<file path="src/rtl/pwm_twin_pkg.sv">
package pwm_twin_pkg;

   localparam int ADDR_W = 3;
   localparam int NUM_BYTES = 4;

   typedef enum logic [1:0] {
      PM_OFF    = 2'd0,
      PM_SINGLE = 2'd1,
      PM_TWIN8  = 2'd2,
      PM_TWIN16 = 2'd3
   } pwm_mode_e;

   localparam logic [ADDR_W-1:0] RA_MODE = 3'd0;

endpackage

</file>
<file path="src/rtl/pwm_twin_regs.sv">
module pwm_twin_regs
   import pwm_twin_pkg::*;
#(
   parameter int BYTE_W = 8
) (
   input  logic              clk,
   input  logic              rst_n,
   input  logic              wr_en,
   input  logic [ADDR_W-1:0] wr_addr,
   input  logic [BYTE_W-1:0] wr_data,
   input  logic              reload,
   output logic              mode_wr,
   output pwm_mode_e         mode_q,
   output logic [2*BYTE_W-1:0] duty_a,
   output logic [2*BYTE_W-1:0] duty_b
);

   // holding bytes: 0 A low, 1 A high, 2 B low, 3 B high (address = index + 1)
   logic [NUM_BYTES-1:0][BYTE_W-1:0] hold_q;

   assign mode_wr = wr_en && (wr_addr == RA_MODE);

   always_ff @(posedge clk or negedge rst_n) begin
      if (!rst_n) begin
         hold_q <= '0;
         mode_q <= PM_OFF;
         duty_a <= '0;
         duty_b <= '0;
      end else begin
         for (int i = 0; i < NUM_BYTES; i++) begin
            if (wr_en && (wr_addr == ADDR_W'(i + 1))) hold_q[i] <= wr_data;
         end
         if (mode_wr) begin
            mode_q <= pwm_mode_e'(wr_data[1:0]);
            duty_a <= hold_q[1:0];
            duty_b <= hold_q[3:2];
         end else if (reload) begin
            duty_a <= hold_q[1:0];
            duty_b <= hold_q[3:2];
         end
      end
   end

endmodule

</file>
<file path="src/rtl/pwm_twin_counter.sv">
module pwm_twin_counter #(
   parameter int CW = 16
) (
   input  logic          clk,
   input  logic          rst_n,
   input  logic          clear,
   input  logic          run,
   input  logic [CW-1:0] limit,
   output logic [CW-1:0] cnt_q,
   output logic          wrap
);

   logic at_limit;

   assign at_limit = (cnt_q == limit);
   assign wrap     = run && !clear && at_limit;

   always_ff @(posedge clk or negedge rst_n) begin
      if (!rst_n) begin
         cnt_q <= '0;
      end else if (clear) begin
         cnt_q <= '0;
      end else if (run) begin
         cnt_q <= at_limit ? '0 : cnt_q + CW'(1);
      end
   end

endmodule

</file>
<file path="src/rtl/pwm_twin_outgen.sv">
module pwm_twin_outgen
   import pwm_twin_pkg::*;
#(
   parameter int BYTE_W = 8
) (
   input  pwm_mode_e           mode,
   input  logic [2*BYTE_W-1:0] cnt,
   input  logic [2*BYTE_W-1:0] limit,
   input  logic [2*BYTE_W-1:0] duty_a,
   input  logic [2*BYTE_W-1:0] duty_b,
   output logic                pwm0,
   output logic                pwm1,
   output logic                pin0_own,
   output logic                pin1_own
);

   localparam int CW = 2 * BYTE_W;

   logic [CW-1:0] a_lo, a_hi, b_hi;

   assign a_lo = {{BYTE_W{1'b0}}, duty_a[BYTE_W-1:0]};
   assign a_hi = {{BYTE_W{1'b0}}, duty_a[CW-1:BYTE_W]};
   assign b_hi = {{BYTE_W{1'b0}}, duty_b[CW-1:BYTE_W]};

   always_comb begin
      pwm0     = 1'b0;
      pwm1     = 1'b0;
      pin0_own = 1'b0;
      pin1_own = 1'b0;
      unique case (mode)
         PM_SINGLE: begin
            pin1_own = 1'b1;
            pwm1     = (cnt < duty_a) || (duty_a >= limit);
         end
         PM_TWIN8: begin
            pin0_own = 1'b1;
            pin1_own = 1'b1;
            pwm0     = (cnt < a_lo) || (a_lo >= limit);
            pwm1     = (cnt >= b_hi) && (cnt < a_hi);
         end
         PM_TWIN16: begin
            pin0_own = 1'b1;
            pin1_own = 1'b1;
            pwm0     = cnt < duty_a;
            pwm1     = cnt < duty_b;
         end
         default: ;
      endcase
   end

endmodule

</file>
<file path="src/rtl/pwm_twin.sv">
module pwm_twin
   import pwm_twin_pkg::*;
#(
   parameter int BYTE_W = 8
) (
   input  logic              clk,
   input  logic              rst_n,
   input  logic              tick_en,
   input  logic              wr_en,
   input  logic [ADDR_W-1:0] wr_addr,
   input  logic [BYTE_W-1:0] wr_data,
   output logic              pwm0,
   output logic              pwm1,
   output logic              pin0_own,
   output logic              pin1_own
);

   localparam int CW = 2 * BYTE_W;

   generate
      if (BYTE_W < 2) begin : g_bad_width
         $error("pwm_twin: BYTE_W must be at least 2 to hold the mode field");
      end
   endgenerate

   pwm_mode_e     mode_q;
   logic [CW-1:0] duty_a, duty_b, limit, cnt_q;
   logic          mode_wr, wrap, run;

   always_comb begin
      unique case (mode_q)
         PM_SINGLE: limit = duty_b;
         PM_TWIN8:  limit = {{BYTE_W{1'b0}}, duty_b[BYTE_W-1:0]};
         PM_TWIN16: limit = '1;
         default:   limit = '0;
      endcase
   end

   assign run = tick_en && (mode_q != PM_OFF);

   pwm_twin_regs #(.BYTE_W(BYTE_W)) i_regs (
      .clk     (clk),
      .rst_n   (rst_n),
      .wr_en   (wr_en),
      .wr_addr (wr_addr),
      .wr_data (wr_data),
      .reload  (wrap),
      .mode_wr (mode_wr),
      .mode_q  (mode_q),
      .duty_a  (duty_a),
      .duty_b  (duty_b)
   );

   pwm_twin_counter #(.CW(CW)) i_counter (
      .clk   (clk),
      .rst_n (rst_n),
      .clear (mode_wr),
      .run   (run),
      .limit (limit),
      .cnt_q (cnt_q),
      .wrap  (wrap)
   );

   pwm_twin_outgen #(.BYTE_W(BYTE_W)) i_outgen (
      .mode     (mode_q),
      .cnt      (cnt_q),
      .limit    (limit),
      .duty_a   (duty_a),
      .duty_b   (duty_b),
      .pwm0     (pwm0),
      .pwm1     (pwm1),
      .pin0_own (pin0_own),
      .pin1_own (pin1_own)
   );

endmodule

</file>
<file path="config.mk">
export PLATFORM = sky130hd
export DESIGN_NAME = pwm_twin
export DESIGN_NICKNAME = d
export VERILOG_FILES = /design/src/rtl/pwm_twin_pkg.sv /design/src/rtl/pwm_twin_regs.sv /design/src/rtl/pwm_twin_counter.sv /design/src/rtl/pwm_twin_outgen.sv /design/src/rtl/pwm_twin.sv
export SDC_FILE = /design/constraint.sdc
export NUM_CORES = 1
export LEC_CHECK = 0
export ABC_AREA = 1
export BUFFER_PORTS_ARGS = -buffer_cell sky130_fd_sc_hd__buf_2
export CAP_MARGIN = 20
export CORE_MARGIN = 2
export CORE_UTILIZATION = 40
export DETAILED_ROUTE_END_ITERATION = 7
export HOLD_SLACK_MARGIN = 0.08
export PLACE_DENSITY_LB_ADDON = 0.25
export SYNTH_ARGS = -nofsm -noshare
export SYNTH_HDL_FRONTEND = slang
export SYNTH_SLANG_ARGS = --single-unit
</file>
<file path="constraint.sdc">
create_clock -name clk -period 1.9 [get_ports clk]
set_clock_uncertainty 0.1 [all_clocks]
set_input_delay 0.285 -clock clk [delete_from_list [all_inputs] [get_ports clk]]
set_output_delay 0.285 -clock clk [all_outputs]
set_load 0.005 [all_outputs]
</file>
# After elaboration in Yosys (flattened, before gate mapping)
# Cells that the tools add are included.
totals:
  register_bits: 82
  input_bits: 15
  word_cells: 54
  output_inout_bits: 4
op_classes:
  add_sub_neg: 1
  eq_ne: 8
  n_reduce_logical: 18
  muxes: 12
  magnitude_cmp: 7
op_table:
  columns: ["op", "count"]
  rows:
  - ["2-to-1 mux 16 bit", 7]
  - ["case mux 16 bit (3 select lines)", 1]
  - ["< comparator 16 bit", 2]
  - ["< comparator 16 x 8 -> 1 bit", 2]
  - ["adder 16 x 1 -> 16 bit (second input constant)", 1]
  - ["equality test 16 bit", 1]
  - ["greater-or-equal comparator 16 bit", 1]
  - ["greater-or-equal comparator 16 x 8 -> 1 bit", 1]
  - ["greater-or-equal comparator 8 x 16 -> 1 bit", 1]
  - ["logical AND 1 bit", 9]
  - ["equality test 3 x 2 -> 1 bit (second input constant)", 2]
  - ["nonzero test 2 bit", 3]
  - ["equality test 2 bit (second input constant)", 2]
  - ["equality test 3 x 1 -> 1 bit (second input constant)", 1]
  - ["equality test 3 bit (second input constant)", 1]
  - ["zero test 3 bit", 1]
  - ["case mux 1 bit (3 select lines)", 1]
  - ["OR reduction 3 bit", 1]
  - ["equality test 2 x 1 -> 1 bit (second input constant)", 1]
  - ["logical OR 1 bit", 2]
  - ["2-to-1 mux 1 bit", 2]
  - ["case mux 1 bit (2 select lines)", 1]
  - ["OR reduction 2 bit", 1]
  - ["zero test 1 bit", 1]

# Longest topological paths before layout
# Gate-level depths: netlist of the first run.
logic_depth:
  depth_word: 7
  mapped_depth: 16
  ltp_nobuf: 16

# Cells and area by module
# A second synthesis of the first run with hierarchy kept.
hier_totals:
  hier_cells: 830
  area_unflattened_um2: 5916.9
modules_own_cells:
  columns: ["mod", "area_each_um2", "n_inst", "cells_per_inst"]
  rows:
  - ["pwm_twin_regs", 2658.8, 1, 284]
  - ["pwm_twin_outgen", 1674.1, 1, 274]
  - ["pwm_twin_counter", 1398.8, 1, 234]
  - ["pwm_twin", 185.2, 1, 38]

# Least setup slack after synthesis of the first run
# OpenSTA, ideal clock, no wires.
synth_path:
  kind: "register to output"
  from: "register i_regs.mode_q[1]"
  to: "output pwm1"
  arrival_time_ns: 1.777
  setup_slack_ns: -0.262
  path_stages_with_launch: 14
  path_cell_list: "dfrtp_1 nand2_4 buf_6 nand2_1 inv_1 ha_1 a21oi_1 nor2_1 nor3b_1 nand2_1 a21oi_1 nand2_1 nand2_1 nand2_1"
synth_between:
  elab_chain_cells: 5
  word_cells_on_any_way: 7
  classes_between: "order compare: 1; eq/ne: 3; mux: 2; reduce/logical: 1"
synth_lines:
  columns: ["item", "line_no", "source"]
  rows:
  - ["from (decl)", "pwm_twin_regs.sv:13", "output pwm_mode_e mode_q,"]
  - ["from (signal assigned)", "pwm_twin_regs.sv:34", "mode_q <= pwm_mode_e'(wr_data[1:0]);"]
  - ["equality test 2 bit or equality test 2 x 1 -> 1 bit (tied branches)", "pwm_twin_outgen.sv:30, pwm_twin.sv:31", null]
  - ["case mux 16 bit (3 select lines)", "pwm_twin.sv:31", "unique case (mode_q)"]
  - ["greater-or-equal comparator 16 bit", "pwm_twin_outgen.sv:33", "pwm1 = (cnt < duty_a) || (duty_a >= limit);"]
  - ["logical OR 1 bit", "pwm_twin_outgen.sv:33", null]
  - ["case mux 1 bit (3 select lines) *", "pwm_twin_outgen.sv:30", "unique case (mode)"]
  - ["to (decl)", "pwm_twin.sv:13", "output logic pwm1,"]
# Mark *: on every way between the ends. The rest lies on a longest branch, timed or not.

# Worst setup path in the final report of the first run
layout_path:
  from: "register i_regs.mode_q[1]"
  to: "output pwm0"
layout_between:
  elab_chain_cells: 5
  word_cells_on_any_way: 7
  classes_between: "order compare: 1; eq/ne: 3; mux: 2; reduce/logical: 1"
layout_lines:
  columns: ["item", "line_no", "source"]
  rows:
  - ["equality test 2 bit or equality test 2 x 1 -> 1 bit (tied branches)", "pwm_twin_outgen.sv:30, pwm_twin.sv:31", null]
  - ["case mux 16 bit (3 select lines)", "pwm_twin.sv:31", null]
  - ["greater-or-equal comparator 8 x 16 -> 1 bit", "pwm_twin_outgen.sv:38", "pwm0 = (cnt < a_lo) || (a_lo >= limit);"]
  - ["logical OR 1 bit", "pwm_twin_outgen.sv:38", null]
  - ["case mux 1 bit (2 select lines) *", "pwm_twin_outgen.sv:30", null]
  - ["to (decl)", "pwm_twin.sv:12", "output logic pwm0,"]
# Marks and branches as above.

==> results of run 1 <==
## worst max-delay path, cell delays in order (launching register included)
cell and delay, ns:
dfrtp_2 0.39, inv_2 0.05, nand2_4 0.11, buf_6 0.11, nand2_4 0.05, nand2_4 0.07, inv_2 0.04, ha_4 0.26
inv_2 0.03, o21bai_1 0.13, nor2_1 0.07, o21ai_1 0.16, nand2_1 0.09, nand2_2 0.13, nand3_2 0.07, nand2_1 0.08
nand2_1 0.05, o21ai_1 0.06, buf_2 0.12
## cell families (layout without fill, tap and decap cells)
kind of cell               Yosys count  count (layout)  synth area share [%]
adders and majority gates           62              62                 13.88
xor gates and xnor gates             7               7                 1.097
and+or+nand+nor                    400             402                 31.39
AOI/OAI and AO/OA                   86              86                 8.216
DFF                                 82              82                 36.71
buffers and inverters              112             281                 8.708
## power by group
| group | total (mW) | switching, mW | internal, mW |
|---|---|---|---|
| logic | 5.31 | 2.83 | 2.48 |
| registers | 2.62 | 0.462 | 2.15 |
| clock network | 1.68 | 0.750 | 0.934 |
| total | 9.61 | 4.04 | 5.57 |
## routing by layer
layer,GRT usage [%],wire [um],vias up
met5,0,0,-
met4,11.71,595,0
met3,4.448,673,32
met2,44.48,9125,110
met1,32.84,8104,2766
li1,-,-,2797
## what timing repair did
action,in CTS,in global routing
gates cloned,6,0
hold endpoints to repair,28,0
hold buffers,1,0
endpoints found under the setup margin,50,50
pin swaps,22,50
buffers inserted,21,14
gates resized for setup,94,47
## worst max-delay path by stage
stage | cells past startpoint | startpoint | slack, ns | endpoint
2_1_floorplan | 14 | i_regs.mode_q[0] | -0.20 | pwm1
3_3_place_gp | 14 | i_regs.mode_q[0] | -0.58 | pwm1
3_5_place_dp | 14 | i_regs.mode_q[0] | -0.68 | pwm1
4_1_cts | 14 | i_regs.mode_q[1] | -0.83 | pwm1
5_1_grt | 18 | i_regs.mode_q[1] | -1.03 | pwm0
6_report | 18 | i_regs.mode_q[1] | -0.92 | pwm0
## metrics by stage
stage	hold WS, ns	setup slack (ns)	setup TNS, ns
after global routing	0.2066	-1.026	-41.47
after CTS	0.1553	-0.8301	-26.78
after floorplan	-0.1106	-0.2003	-0.3796
final	0.1541	-0.9198	-36.58
after detailed placement	0.1633	-0.6769	-18.80
after global placement	0.1533	-0.5793	-16.79
## state kept, by name, summed over array words and instances (netlist names)
| register | count |
|---|---|
| i_counter.cnt_q | 16 |
| i_regs.duty_a | 16 |
| i_regs.duty_b | 16 |
| i_regs.hold_q | 32 |
| i_regs.mode_q | 2 |
## cell type report
type	count	area [um2]	area share, %
clock buffers	10	239.0	3.011
clock inverters	6	48.80	0.6149
inverters	89	334.1	4.209
multi-input cells	557	3548	44.71
flip-flops and latches	82	2053	25.87
well taps	180	225.2	2.838
repair buffers	176	1488	18.75
## synth_stat cells
cell,number,area (um2)
ha_1,62,775.7
o21bai_1,3,22.52
buf_2,2,10.01
a21boi_0,1,7.510
buf_4,1,7.510
buf_6,8,90.09
a211o_1,1,8.760
nor2_4,1,11.26
dfrtp_1,82,2052
a21boi_1,1,7.510
nand3_4,1,17.52
inv_1,88,330.3
a21o_1,1,7.510
o21ai_0,50,250.2
nand3b_1,3,22.52
a211oi_1,3,22.52
nand2_1,221,829.6
a21oi_1,25,125.1
nand4_1,13,81.33
o211ai_1,1,7.510
nor4_1,4,25.02
inv_2,1,3.750
nor3b_1,1,7.510
nand3_1,100,500.5
nand3_2,1,10.01
nor3_1,6,30.03
buf_1,1,3.750
nor2_1,43,161.4
nand2_2,1,6.260
xor2_1,7,61.31
clkbuf_1,11,41.29
nor2_2,1,6.260
nand2_4,4,45.04
## cells in the final DEF, fill, tap and decap left out, types with 4 or more instances in the layout
| cell | instances |
|---|---|
| ha_1 | 55 |
| nand2_4 | 10 |
| clkbuf_16 | 9 |
| nand3_1 | 66 |
| buf_6 | 15 |
| inv_2 | 7 |
| xor2_1 | 7 |
| dfrtp_1 | 81 |
| nor2_4 | 5 |
| buf_4 | 132 |
| a21oi_1 | 22 |
| o21ai_0 | 43 |
| nor2_1 | 30 |
| buf_12 | 6 |
| ha_4 | 7 |
| o21ai_1 | 5 |
| nor2_2 | 10 |
| buf_2 | 17 |
| nand2_1 | 198 |
| nor3_1 | 5 |
| nor4_1 | 4 |
| nand4_1 | 13 |
| nand2_2 | 17 |
| nand3_2 | 35 |
| inv_1 | 82 |
==> metrics.yaml, run 1 <==
status: "finished, violations left"
violations: "setup timing"
dp.final_hpwl_um: 13430
holdPathStages: 3
cellPowerDensity_nw_per_um2: 1211
tightest_slew_ns: 0.5290
syn_avg_cell_area_um2: 7.462
postRouteAntennaNets: 0
end_kind: "primary output"
maxCapViolations: 0
rr_endpoint: "i_regs.duty_a[6]"
cts.sinks: 82
slew_violations: 0
crit_fanout: 6
cts_tree: "done"
synth_cells: 749
holdCritPathClass: "input pin to flip-flop"
cp.arrival_ns: 2.43
cts_buffers: 9
die_width_um: 122.2
fin_cells: 1100
p_leak_nw: 4.114
post_drt_wl_per_cell_um: 16.82
total_power_mw: 9.612
hold_viol: 0
drc: 0
syn_nets: 826
fin_util_pct: 57.62
routed_wl_um: 18500
nets: 992
r2r_slack_ns: -0.78
port_buffers: 18
period_needed_ns: 2.820
ys_warn_count: 0
seq_area_frac_synth_pct: 36.71
n_antenna_cell: 0
min_from: "wr_data[2]"
rsz0062_at_grt: "true"
dp.cells: 1050
grt_pass1_wl_um: 29600
n_fill_cell: 1273
peakVddDrop_uv: 516.0
die_h_um: 122.2
first_pass_iters: 5
clk_pin_slew_worst_paths_ns: 0.07
synth_area_um2: 5589
clk_latency_ns: 0.35
fmax_ghz: 0.3546
gp_congestion: 0.9487
slew_headroom_pct: 64.63
critPathLaunchType: "flip-flop"
via_per_inst: 5.186
initial_core_util_pct: 40.58
dieArea_um2: 14930
grt_pass1_vias: 5796
design_area_um2: 7936
holdPathEnd: "i_regs.hold_q[18]"
antenna_found_initial: 0
period_share_pct: 148.4
io_pins: 19
cts_max_path_buffers: 2
synth_cell_types: 33
drt-initial-drc-count: 401
finalSetupViolations: 50
dr_total_vias: 5705
rows: 43
gr-total-overflow: 0
dpl_cell_area_um2: 6769
cts-root-buf: "clkbuf_16"
drive_gt1_share_pct: 32.07
grt_max_degree: 41
worstRegToRegCells: 21
fin_ws_ns: -0.9198
crit_type: "flip-flop to primary output"
gr-usage-all-layers_pct: 26.30
core_area_um2: 13770
required_ns: 1.51
synth-seq-cells: 82
htree_levels: 3
worstReg2RegStart: "i_regs.mode_q[1]"
syn_to_final_growth_pct: 42.00
Power figures use the tool's default switching activity.
==> run 2, diff against run 1 <==
--- a/config.mk
+++ b/config.mk
@@ -5,7 +5,6 @@
 export SDC_FILE = /design/constraint.sdc
 export NUM_CORES = 1
 export LEC_CHECK = 0
-export ABC_AREA = 1
 export BUFFER_PORTS_ARGS = -buffer_cell sky130_fd_sc_hd__buf_2
 export CAP_MARGIN = 20
 export CORE_MARGIN = 2
==> metrics.yaml, run 2 <==
status: "finished, violations left"
violations: "setup timing"
synth_area_um2: 5485
fin_ws_ns: -1.026
cellPowerDensity_nw_per_um2: 1348
largest_reg_flops: 32
synth.most_common_cell: "dfrtp_1"
synth_commonest_cells: "dfrtp_1, ha_1, mux2_2"
via_per_inst: 5.391
synth_edf_count: 0
largest_register: "i_regs.hold_q"
seq_area_frac_synth_pct: 37.41
cts_max_path_buffers: 2
period_share_pct: 154.0
holdPathEnd: "i_regs.hold_q[3]"
die_width_um: 121.1
antenna_found_initial: 1
multi_input_area_um2: 3263
worstReg2RegStart: "i_regs.mode_q[1]"
slew_headroom_pct: 65.60
drive_gt1_share_pct: 39.04
grt_pass1_wl_um: 24500
gp_congestion: 0.8863
grt_max_degree: 34
ff_latch_area_um2: 2054
synth-seq-cells: 82
fmax_ghz: 0.3418
cts.sinks: 82
die_h_um: 121.1
timing.critical_path.mode_cell: "o211ai_1"
period_needed_ns: 2.926
rr_endpoint: "i_regs.duty_b[5]"
ys_warn_count: 0
gr-usage-all-layers_pct: 21.98
nets: 738
peakVddDrop_uv: 785.6
port_buffers: 18
holdPathStages: 2
finalSetupViolations: 50
p_leak_nw: 3.626
syn_avg_cell_area_um2: 10.69
cts-root-buf: "clkbuf_16"
cp.arrival_ns: 2.54
maxCapViolations: 0
slowest_delay_ns: 0.44
slew_violations: 0
dieArea_um2: 14670
core_area_um2: 13300
critPathSlowestCell: "dfrtp_2"
hold_viol: 0
drc: 0
clk_pin_slew_worst_paths_ns: 0.06
rows: 42
synth_cell_types: 61
post_drt_wl_per_cell_um: 17.84
worstRegToRegCells: 9
syn_to_final_growth_pct: 32.09
routed_wl_um: 15020
synth-main-ff-cell: "dfrtp_1"
n_fill_cell: 1167
postRouteAntennaNets: 0
drt-initial-drc-count: 245
async_flop_share_pct: 100.0
dp.final_hpwl_um: 11660
crit_buf_inv: 1
dr_total_vias: 4539
rsz0062_at_grt: "true"
required_ns: 1.51
io_pins: 19
initial_core_util_pct: 41.26
cts_buffers: 9
first_pass_iters: 5
clk_latency_ns: 0.35
final_cell_mix: "buf_4, dfrtp_1, ha_1"
end_kind: "primary output"
htree_levels: 3
holdCritPathClass: "input pin to flip-flop"
min_from: "wr_data[3]"
grt_pass1_vias: 4684
crit_fanout: 4
fin_setup_tns_ns: -37.49
gr-total-overflow: 0
critPathLaunchType: "flip-flop"
yosys.area.top_type: "dfrtp_1"
yosys.area.top_type_share_pct: 37.41
n_antenna_cell: 0
layout_commonest_cell: "buf_4"
r2r_slack_ns: -0.82
dp_slack_ns: -0.7282
syn_nets: 590
tightest_slew_ns: 0.5089
synth_area_leaders: "dfrtp_1, ha_1, mux2_2"
synth_cells: 513
crit_type: "flip-flop to primary output"
cp_top_family: "compound AO/OA/AOI/OAI gates"
crit_chain: "and2_4 -> nor2_2 -> nor2_1 -> ha_1 -> nand2b_4 -> a211o_1 -> a21oi_2 -> o211ai_1 -> a32oi_1 -> o211ai_1 -> buf_2"
total_power_mw: 9.768
cts_tree: "done"
==> run 2: cell count changes after synthesis, moves of 25 or more <==
cell / before / now
o21ai_0: 50 / 16
nand2_1: 221 / 29
mux2_2: 0 / 38
mux2_4: 0 / 26
inv_1: 88 / 35
nand3_1: 100 / 8
nor2_1: 43 / 18
==> run 2: cell type report <==
class                           instances  share of cell area (%)
Clock buffer                           10                   3.160
Clock inverter                          6                   1.589
Inverter                               36                   1.899
Multi-Input combinational cell        374                   45.04
Sequential cell                        82                   28.35
Tap cell                              176                   3.039
Timing Repair Buffer                  158                   16.92
==> run 2: worst max path at each step <==
stage	start	endpoint	cells after the start
2_1_floorplan	i_counter.cnt_q[2]	i_regs.duty_a[10]	8
3_3_place_gp	i_regs.mode_q[1]	pwm1	11
3_5_place_dp	i_regs.mode_q[1]	i_regs.duty_a[14]	8
4_1_cts	i_regs.mode_q[1]	pwm1	11
5_1_grt	i_regs.mode_q[1]	pwm1	11
6_report	i_regs.mode_q[1]	pwm1	11
==> run 2: timing repair <==
action | CTS | global route
gates cloned | 2 | 0
buffers inserted | 5 | 6
hold buffers | 1 | 0
endpoints found under the hold margin | 65 | 0
setup endpoints to repair | 50 | 51
resized for setup | 13 | 13
pin swaps | 9 | 10
==> run 2: report_power, final <==
part	total (mW)	switching [mW]	leakage, nW	internal (mW)
Clock	2.02	0.736	0.163	1.29
Sequential	2.85	0.556	1.02	2.29
Combinational	4.89	2.21	2.45	2.69
Total	9.77	3.50	3.63	6.27
==> run 2: per-stage QoR <==
stage | hold WS (ns) | utilization (%) | cells | instance area [um2]
after floorplan | -0.1106 | - | 513 | 5522
after global placement | 0.09643 | 50.13 | 812 | 6665
after detailed placement | 0.09758 | 50.13 | 812 | 6665
after CTS | 0.1097 | 53.82 | 836 | 7156
after global routing | 0.1352 | 54.50 | 842 | 7246
final | 0.1140 | 54.50 | 842 | 7246
==> run 2: cell families after synthesis <==
group                    share of synthesized area (%)
AO/OA/AOI/OAI                                    13.55
XOR/XNOR                                         3.193
adder cells (fa/ha/maj)                          14.14
buffers and inverters                            4.585
flip-flops                                       37.41
multiplexers                                     14.92
AND/OR/NAND/NOR                                  12.20
==> run 2: routing by layer <==
metal | track usage [%] | routed length [um] | vias to the layer above
met1 | 29.27 | 6845 | 2212
li1 | - | - | 2178
met5 | 0 | 19 | -
met3 | 3.665 | 656 | 32
met4 | 8.212 | 383 | 2
met2 | 35.88 | 7113 | 115
